===== config.mk =====
export PLATFORM = sky130hd
export DESIGN_NAME = pchk_issue
export DESIGN_NICKNAME = d
export VERILOG_FILES = /design/src/rtl/pchk_pkg.sv /design/src/rtl/pchk_issue.sv
export SDC_FILE = /design/constraint.sdc
export NUM_CORES = 1
export LEC_CHECK = 0
export BUFFER_PORTS_ARGS = -buffer_cell sky130_fd_sc_hd__buf_4
export CORE_UTILIZATION = 29
export CTS_BUF_LIST = sky130_fd_sc_hd__clkbuf_4
export CTS_CLUSTER_DIAMETER = 100
export DETAILED_ROUTE_END_ITERATION = 7
export PLACE_DENSITY_LB_ADDON = 0.2
export RECOVER_POWER = 100
export SYNTH_ARGS = -nofsm -noshare
export SYNTH_HDL_FRONTEND = slang
export SYNTH_SLANG_ARGS = --single-unit

===== constraint.sdc =====
create_clock -name clk -period 4 [get_ports clk]
set_input_delay 0.2 -clock clk [delete_from_list [all_inputs] [get_ports clk]]
set_output_delay 0.2 -clock clk [all_outputs]
set_load 0.05 [all_outputs]

===== src/rtl/pchk_pkg.sv =====
package pchk_pkg;
  // Wrapping increment used by the in-flight queue pointers.
  function automatic int unsigned wrap_inc(int unsigned v, int unsigned lim);
    return (v + 1 >= lim) ? 0 : v + 1;
  endfunction
endpackage


===== src/rtl/pchk_issue.sv =====
module pchk_issue
  import pchk_pkg::*;
#(
  parameter int unsigned DEPTH = 4,
  parameter int unsigned OUTS  = 4,
  localparam int unsigned IW = $clog2(DEPTH + 1),
  localparam int unsigned PW = $clog2(OUTS),
  localparam int unsigned CW = $clog2(OUTS + 1)
) (
  input  logic          clk,
  input  logic          rst_n,
  input  logic          start,
  input  logic          cmd_ready,
  input  logic          rsp_valid,
  output logic          cmd_valid,
  output logic [IW-1:0] issue_idx,
  output logic [IW-1:0] cmp_idx,
  output logic          pass_begin,
  output logic          cmd_fire,
  output logic          rsp_fire,
  output logic          done
);
  localparam logic [IW-1:0] LAST = IW'(DEPTH);
  localparam logic [CW-1:0] CMAX = CW'(OUTS);

  logic          running_q;
  logic [PW-1:0] wr_ptr, rd_ptr;
  logic [CW-1:0] cnt;
  logic [IW-1:0] slots [OUTS];
  logic          all_issued, finish;

  assign all_issued = (issue_idx == LAST);
  assign cmd_valid  = running_q && !all_issued && (cnt < CMAX);
  assign cmd_fire   = cmd_valid && cmd_ready;
  assign rsp_fire   = rsp_valid && (cnt != '0);
  assign finish     = running_q && all_issued && (cnt == '0);
  assign pass_begin = start && !running_q;
  assign cmp_idx    = slots[rd_ptr];

  always_ff @(posedge clk) begin
    if (!rst_n) begin
      running_q <= 1'b0;
      done      <= 1'b0;
      issue_idx <= '0;
      wr_ptr    <= '0;
      rd_ptr    <= '0;
      cnt       <= '0;
    end else if (pass_begin) begin
      running_q <= 1'b1;
      done      <= 1'b0;
      issue_idx <= '0;
      wr_ptr    <= '0;
      rd_ptr    <= '0;
      cnt       <= '0;
    end else begin
      if (finish) begin
        running_q <= 1'b0;
        done      <= 1'b1;
      end
      if (cmd_fire) begin
        wr_ptr    <= PW'(wrap_inc(int'(wr_ptr), OUTS));
        issue_idx <= issue_idx + IW'(1);
      end
      if (rsp_fire) rd_ptr <= PW'(wrap_inc(int'(rd_ptr), OUTS));
      cnt <= cnt + CW'(cmd_fire) - CW'(rsp_fire);
    end
  end

  always_ff @(posedge clk) begin
    if (cmd_fire) slots[wr_ptr] <= issue_idx;
  end

  p_cnt_bound_r4: assert property (@(posedge clk) disable iff (!rst_n)
    cnt <= CMAX);
  p_rsp_owned_r5: assert property (@(posedge clk) disable iff (!rst_n)
    rsp_valid |-> (cnt != '0));
  p_done_quiet_r6: assert property (@(posedge clk) disable iff (!rst_n)
    done |-> !cmd_valid);
  p_busy_start_r2: assert property (@(posedge clk) disable iff (!rst_n)
    (running_q && start && !cmd_fire) |=> $stable(issue_idx));
  p_order_r3: assert property (@(posedge clk) disable iff (!rst_n)
    (cmd_fire && !pass_begin) |=> (issue_idx == $past(issue_idx) + IW'(1)));
endmodule


* After elaboration in Yosys (flattened, before gate mapping) *
Memory sizes are Yosys's and may differ from the RTL's. A register that Yosys moved wholly into a read port is not among the register bits.
Cells that the tools add are included.

word-level totals
  bits in registers = 12
  bits in writable memories = 12
  input port bits = 5
  output and inout bits = 11
  word-level logic and storage cells = 38
  memories = 1

memories
  memory  depth  width  read ports  clocked after Yosys merged registers in  wr ports  RTL line          text
  slots   4      3      1           1                                        1         pchk_issue.sv:29  logic [IW-1:0] slots [OUTS];

operators by class
  add/subtract/negate cells = 5
  order comparisons = 3
  equal/unequal tests = 1
  multiplexer cells = 8
  bitwise logic cells = 1
  reduce and logical (&&, ||, !) cells = 13

operators with widths
  cell                                          count
  2-to-1 mux 2 bit                              4
  logical AND 1 bit                             7
  adder 2 x 1 -> 3 bit (second input constant)  2
  >= comparator 3 bit (second input constant)   2
  2-to-1 mux 1 bit                              4
  adder 3 x 1 -> 3 bit                          1
  adder 3 x 1 -> 3 bit (second input constant)  1
  == test 3 bit (second input constant)         1
  logical NOT 3 bit                             1
  < comparator 3 bit (second input constant)    1
  nonzero test 3 bit                            1
  subtractor 3 x 1 -> 3 bit                     1
  logical NOT 1 bit                             2
  nonzero test 2 bit                            1
  OR reduction 2 bit                            1
  NOT 1 bit                                     1

* Depth between registers and ports, before layout *
  depth after elaboration = 7
  depth in mapped cells = 9
  depth with buffers taken out = 8

* Least setup slack after synthesis *
No wires, ideal clock.

  path kind = register -> register
  start point = reg issue_idx[0]
  end point = reg cnt[1]
  library setup time = 116 ps
  arrival time = 2305 ps
  required time = 3884 ps
  slack = 1580 ps
  cell stages (with the launch flop) = 9
  path buffers = 1
  clock period less this slack = 2420 ps
  cell sequence = dfxtp_1 > inv_1 > ha_1 > nand2_1 > and4b_1 > buf_4 > ha_1 > fa_1 > and3_1

on the way
  word-level cells in the longest chain between the ends = 7

ends and longest elaborated chain
  item                             RTL line          text
  from (decl)                      pchk_issue.sv:16  output logic [IW-1:0] issue_idx,
  from (signal assigned)           pchk_issue.sv:62  issue_idx <= issue_idx + IW'(1);
  == test 3 bit                    pchk_issue.sv:32  assign all_issued = (issue_idx == LAST);
  logical NOT 1 bit                pchk_issue.sv:33  assign cmd_valid = running_q && !all_issued && (cnt < CMAX);
  logical AND 1 bit (2 in series)  pchk_issue.sv:33
  logical AND 1 bit                pchk_issue.sv:34  assign cmd_fire = cmd_valid && cmd_ready;
  net cmd_fire                     pchk_issue.sv:19  output logic cmd_fire,
  adder 3 x 1 -> 3 bit             pchk_issue.sv:65  cnt <= cnt + CW'(cmd_fire) - CW'(rsp_fire);
  subtractor 3 x 1 -> 3 bit        pchk_issue.sv:65
  to (signal assigned)             pchk_issue.sv:65
  to (decl)                        pchk_issue.sv:28  logic [CW-1:0] cnt;

The timed path passes the listed nets, and every way through them passes these cells.
A chain may end at the register's enable or synchronous reset.

* Worst setup path after layout *
  start point = reg issue_idx[0]
  end point = out cmd_fire

on the way
  word-level cells in the longest chain between the ends = 5

ends and longest elaborated chain
  item                             RTL line
  == test 3 bit                    pchk_issue.sv:32
  logical NOT 1 bit                pchk_issue.sv:33
  logical AND 1 bit (2 in series)  pchk_issue.sv:33
  logical AND 1 bit                pchk_issue.sv:34
  to (decl)                        pchk_issue.sv:19

Every way passes these cells.

==> impl_metrics.json <==
{
  "status": "finished, final reports clean",
  "leakage_uw": 0.000493,
  "fin_crit_sh_pct": 60.1,
  "tritoncts": "yes",
  "synthDistinctLibCells": 25,
  "grt_use_total_pct": 9.44,
  "fin_crit_ns": 2.40,
  "numCtsBuffers": 3,
  "dieArea_um2": 4300,
  "syn2layout_area_growth_pct": 11.8,
  "r2r-end": "cnt[1]$_SDFF_PP0_",
  "finalSetupViolCount": 0,
  "grt_max_degree": 15,
  "vias_per_cell": 4.35,
  "max-slew-margin-rel_pct": 59.4,
  "endpoint": "cmd_fire",
  "rrSetupSlack_ns": 1.71,
  "nets": 126,
  "drive_gt1_share_pct": 11.8,
  "antenna_left": 0,
  "synth-seq-area-share_pct": 54.7,
  "whs_ns": 0.127,
  "async_flop_share_pct": 0,
  "routed_wl_mm": 1.83,
  "diodes": 0,
  "start_kind": "register",
  "drc": 0,
  "rsz0062_at_grt": "false",
  "synth_ff_type": "dfxtp_1",
  "fmax_mhz": 416,
  "core_um2": 3770,
  "ys_seq_elements": 26,
  "finalInstanceArea_um2": 1310,
  "cp_max_fo": 10,
  "first_pass_iters": 4,
  "grt-ovfl-total": 0,
  "netlist_area_um2": 1170,
  "final_common_cell": "dfxtp_1",
  "worstSetupPathType": "register to primary output",
  "antenna_found_initial": 0,
  "rows": 22,
  "die_x_um": 65.6,
  "clk_latency_ns": 0.31,
  "cts_sinks": 26,
  "maxCapViolations": 0,
  "worstPathRequired_ns": 3.80,
  "dp_hpwl_mm": 1.40,
  "postCtsSetupRepairBufs": 0,
  "cts_hold_buf": 0,
  "cts_resized": 0,
  "layout.cells.most_common_list": "14 x dfxtp_1, 12 x edfxtp_1, 10 x inv_1, 10 x clkbuf_1, 9 x ha_1",
  "path_clk_slew_ns": 0.13,
  "ios": 16,
  "htree_levels": 1,
  "rr_startpoint": "issue_idx[0]$_SDFFE_PP0P_",
  "dpl_cell_area_um2": 1330,
  "critical_path_arrival_ns": 2.20,
  "path_cells": "inv_1 -> ha_1 -> nand2_1 -> and4b_1 -> clkbuf_1",
  "p_per_area_nw_per_um2": 455,
  "finalHoldViolations": 0,
  "gp_congestion": 0.692,
  "synthCells": 94,
  "fin_tns_setup_ns": 0,
  "reg2reg_depth": 7,
  "peakVddDrop_uv": 257,
  "grt_pass1_vias": 642,
  "cts_root_buf": "clkbuf_4",
  "yosysWarnings": 0,
  "cp_slowest_cell": "clkbuf_1",
  "tightest_slew_ns": 0.611,
  "endpoint_kind": "primary output",
  "avgSynthCellArea_um2": 12.5,
  "skew_ns": 0.00320,
  "drt-initial-drc-count": 20,
  "hold_path.class": "input pin to register",
  "vias": 688,
  "report.final.slew_viol_count": 0,
  "startpoint": "issue_idx[0]$_SDFFE_PP0P_",
  "slowest_delay_ns": 0.51,
  "fillers": 370,
  "place.port_buffers": 15,
  "fp.dieH_um": 65.6,
  "clockBufferDepth": 2,
  "synth_nets": 109,
  "avgRoutedWirePerCell_um": 11.6,
  "grt_first_pass_wirelength_mm": 3.08,
  "synth_edf_count": 12,
  "start_util_pct": 31.1
}
## report_power, final
part | switching, µW | internal, µW | total, µW
clock | 71.9 | 36.4 | 108
combinational | 104 | 66.8 | 171
sequential | 20.2 | 296 | 316
## worst min path at each step
stage          startpoint                      to  slack [ns]  depth (start not counted)
2_1_floorplan       start  running_q$_SDFFE_PN0P_        0.35                          2
6_report            start  running_q$_SDFFE_PN0P_        0.13                          3
3_5_place_dp        start  running_q$_SDFFE_PN0P_        0.46                          3
3_3_place_gp        start  running_q$_SDFFE_PN0P_        0.45                          3
4_1_cts             start  running_q$_SDFFE_PN0P_        0.12                          3
5_1_grt             start  running_q$_SDFFE_PN0P_        0.15                          3
## state kept, by name, summed over array words and instances (netlist names), named ones only
name and flops:
issue_idx 3, done 1, wr_ptr 2, rd_ptr 2, running_q 1, cnt 3, slots 12
## through the flow
step	setup slack, ns	std cells	utilization [%]	total power (µW)
CTS	1.73	158	35.8	614
global route	1.49	158	34.7	636
detailed placement	1.75	154	35.1	507
global placement	1.82	154	35.1	505
finish	1.60	158	34.7	596
floorplan	1.58	94	-	464
## layer usage
layer | track usage [%] | vias to the layer above | wire length [µm]
met3 | 2.95 | 2 | 97
met5 | 0 | - | 0
met1 | 12.4 | 309 | 913
met4 | 3.26 | 0 | 8
li1 | - | 362 | -
met2 | 14.6 | 15 | 810
## area by class of cell
type	count	area, µm²	area share, %
clock buffers	3	22.5	1.72
inverters	10	37.5	2.87
flip-flops and latches	26	641	48.9
repair buffers	15	75.1	5.74
clock inverters	1	3.75	0.287
well taps	48	60.1	4.59
multi-input cells	55	469	35.9
## synth_stat cells (3+ instances only)
cell type | number | area (µm²)
nand2_1 | 4 | 15.0
inv_1 | 10 | 37.5
ha_1 | 9 | 113
a21oi_1 | 3 | 15.0
and2_1 | 4 | 25.0
nand3_1 | 8 | 40.0
mux2i_1 | 5 | 50.1
mux4_2 | 3 | 67.6
dfxtp_1 | 14 | 280
edfxtp_1 | 12 | 360
nor2_1 | 4 | 15.0
## logic make-up (layout without fill, tap and decap cells)
kind of cell / count (synthesis) / count (layout) / share of synthesized area [%]
adders and majority gates: 10 / 10 / 11.3
DFF: 26 / 26 / 54.7
and+or+nand+nor: 28 / 28 / 13.4
muxes: 8 / 8 / 10.0
xor gates and xnor gates: 2 / 2 / 1.50
AOI/OAI and AO/OA: 7 / 7 / 4.27
buffers and inverters: 13 / 29 / 4.81
## worst max-delay path: cells and delay by family, from the launching register on
kind | cells | cell delay, ns
adders and majority gates | 1 | 0.24
buffers and inverters | 2 | 0.61
DFF | 1 | 0.49
and+or+nand+nor | 2 | 0.55
No activity file was read; power rests on OpenSTA's default activity.
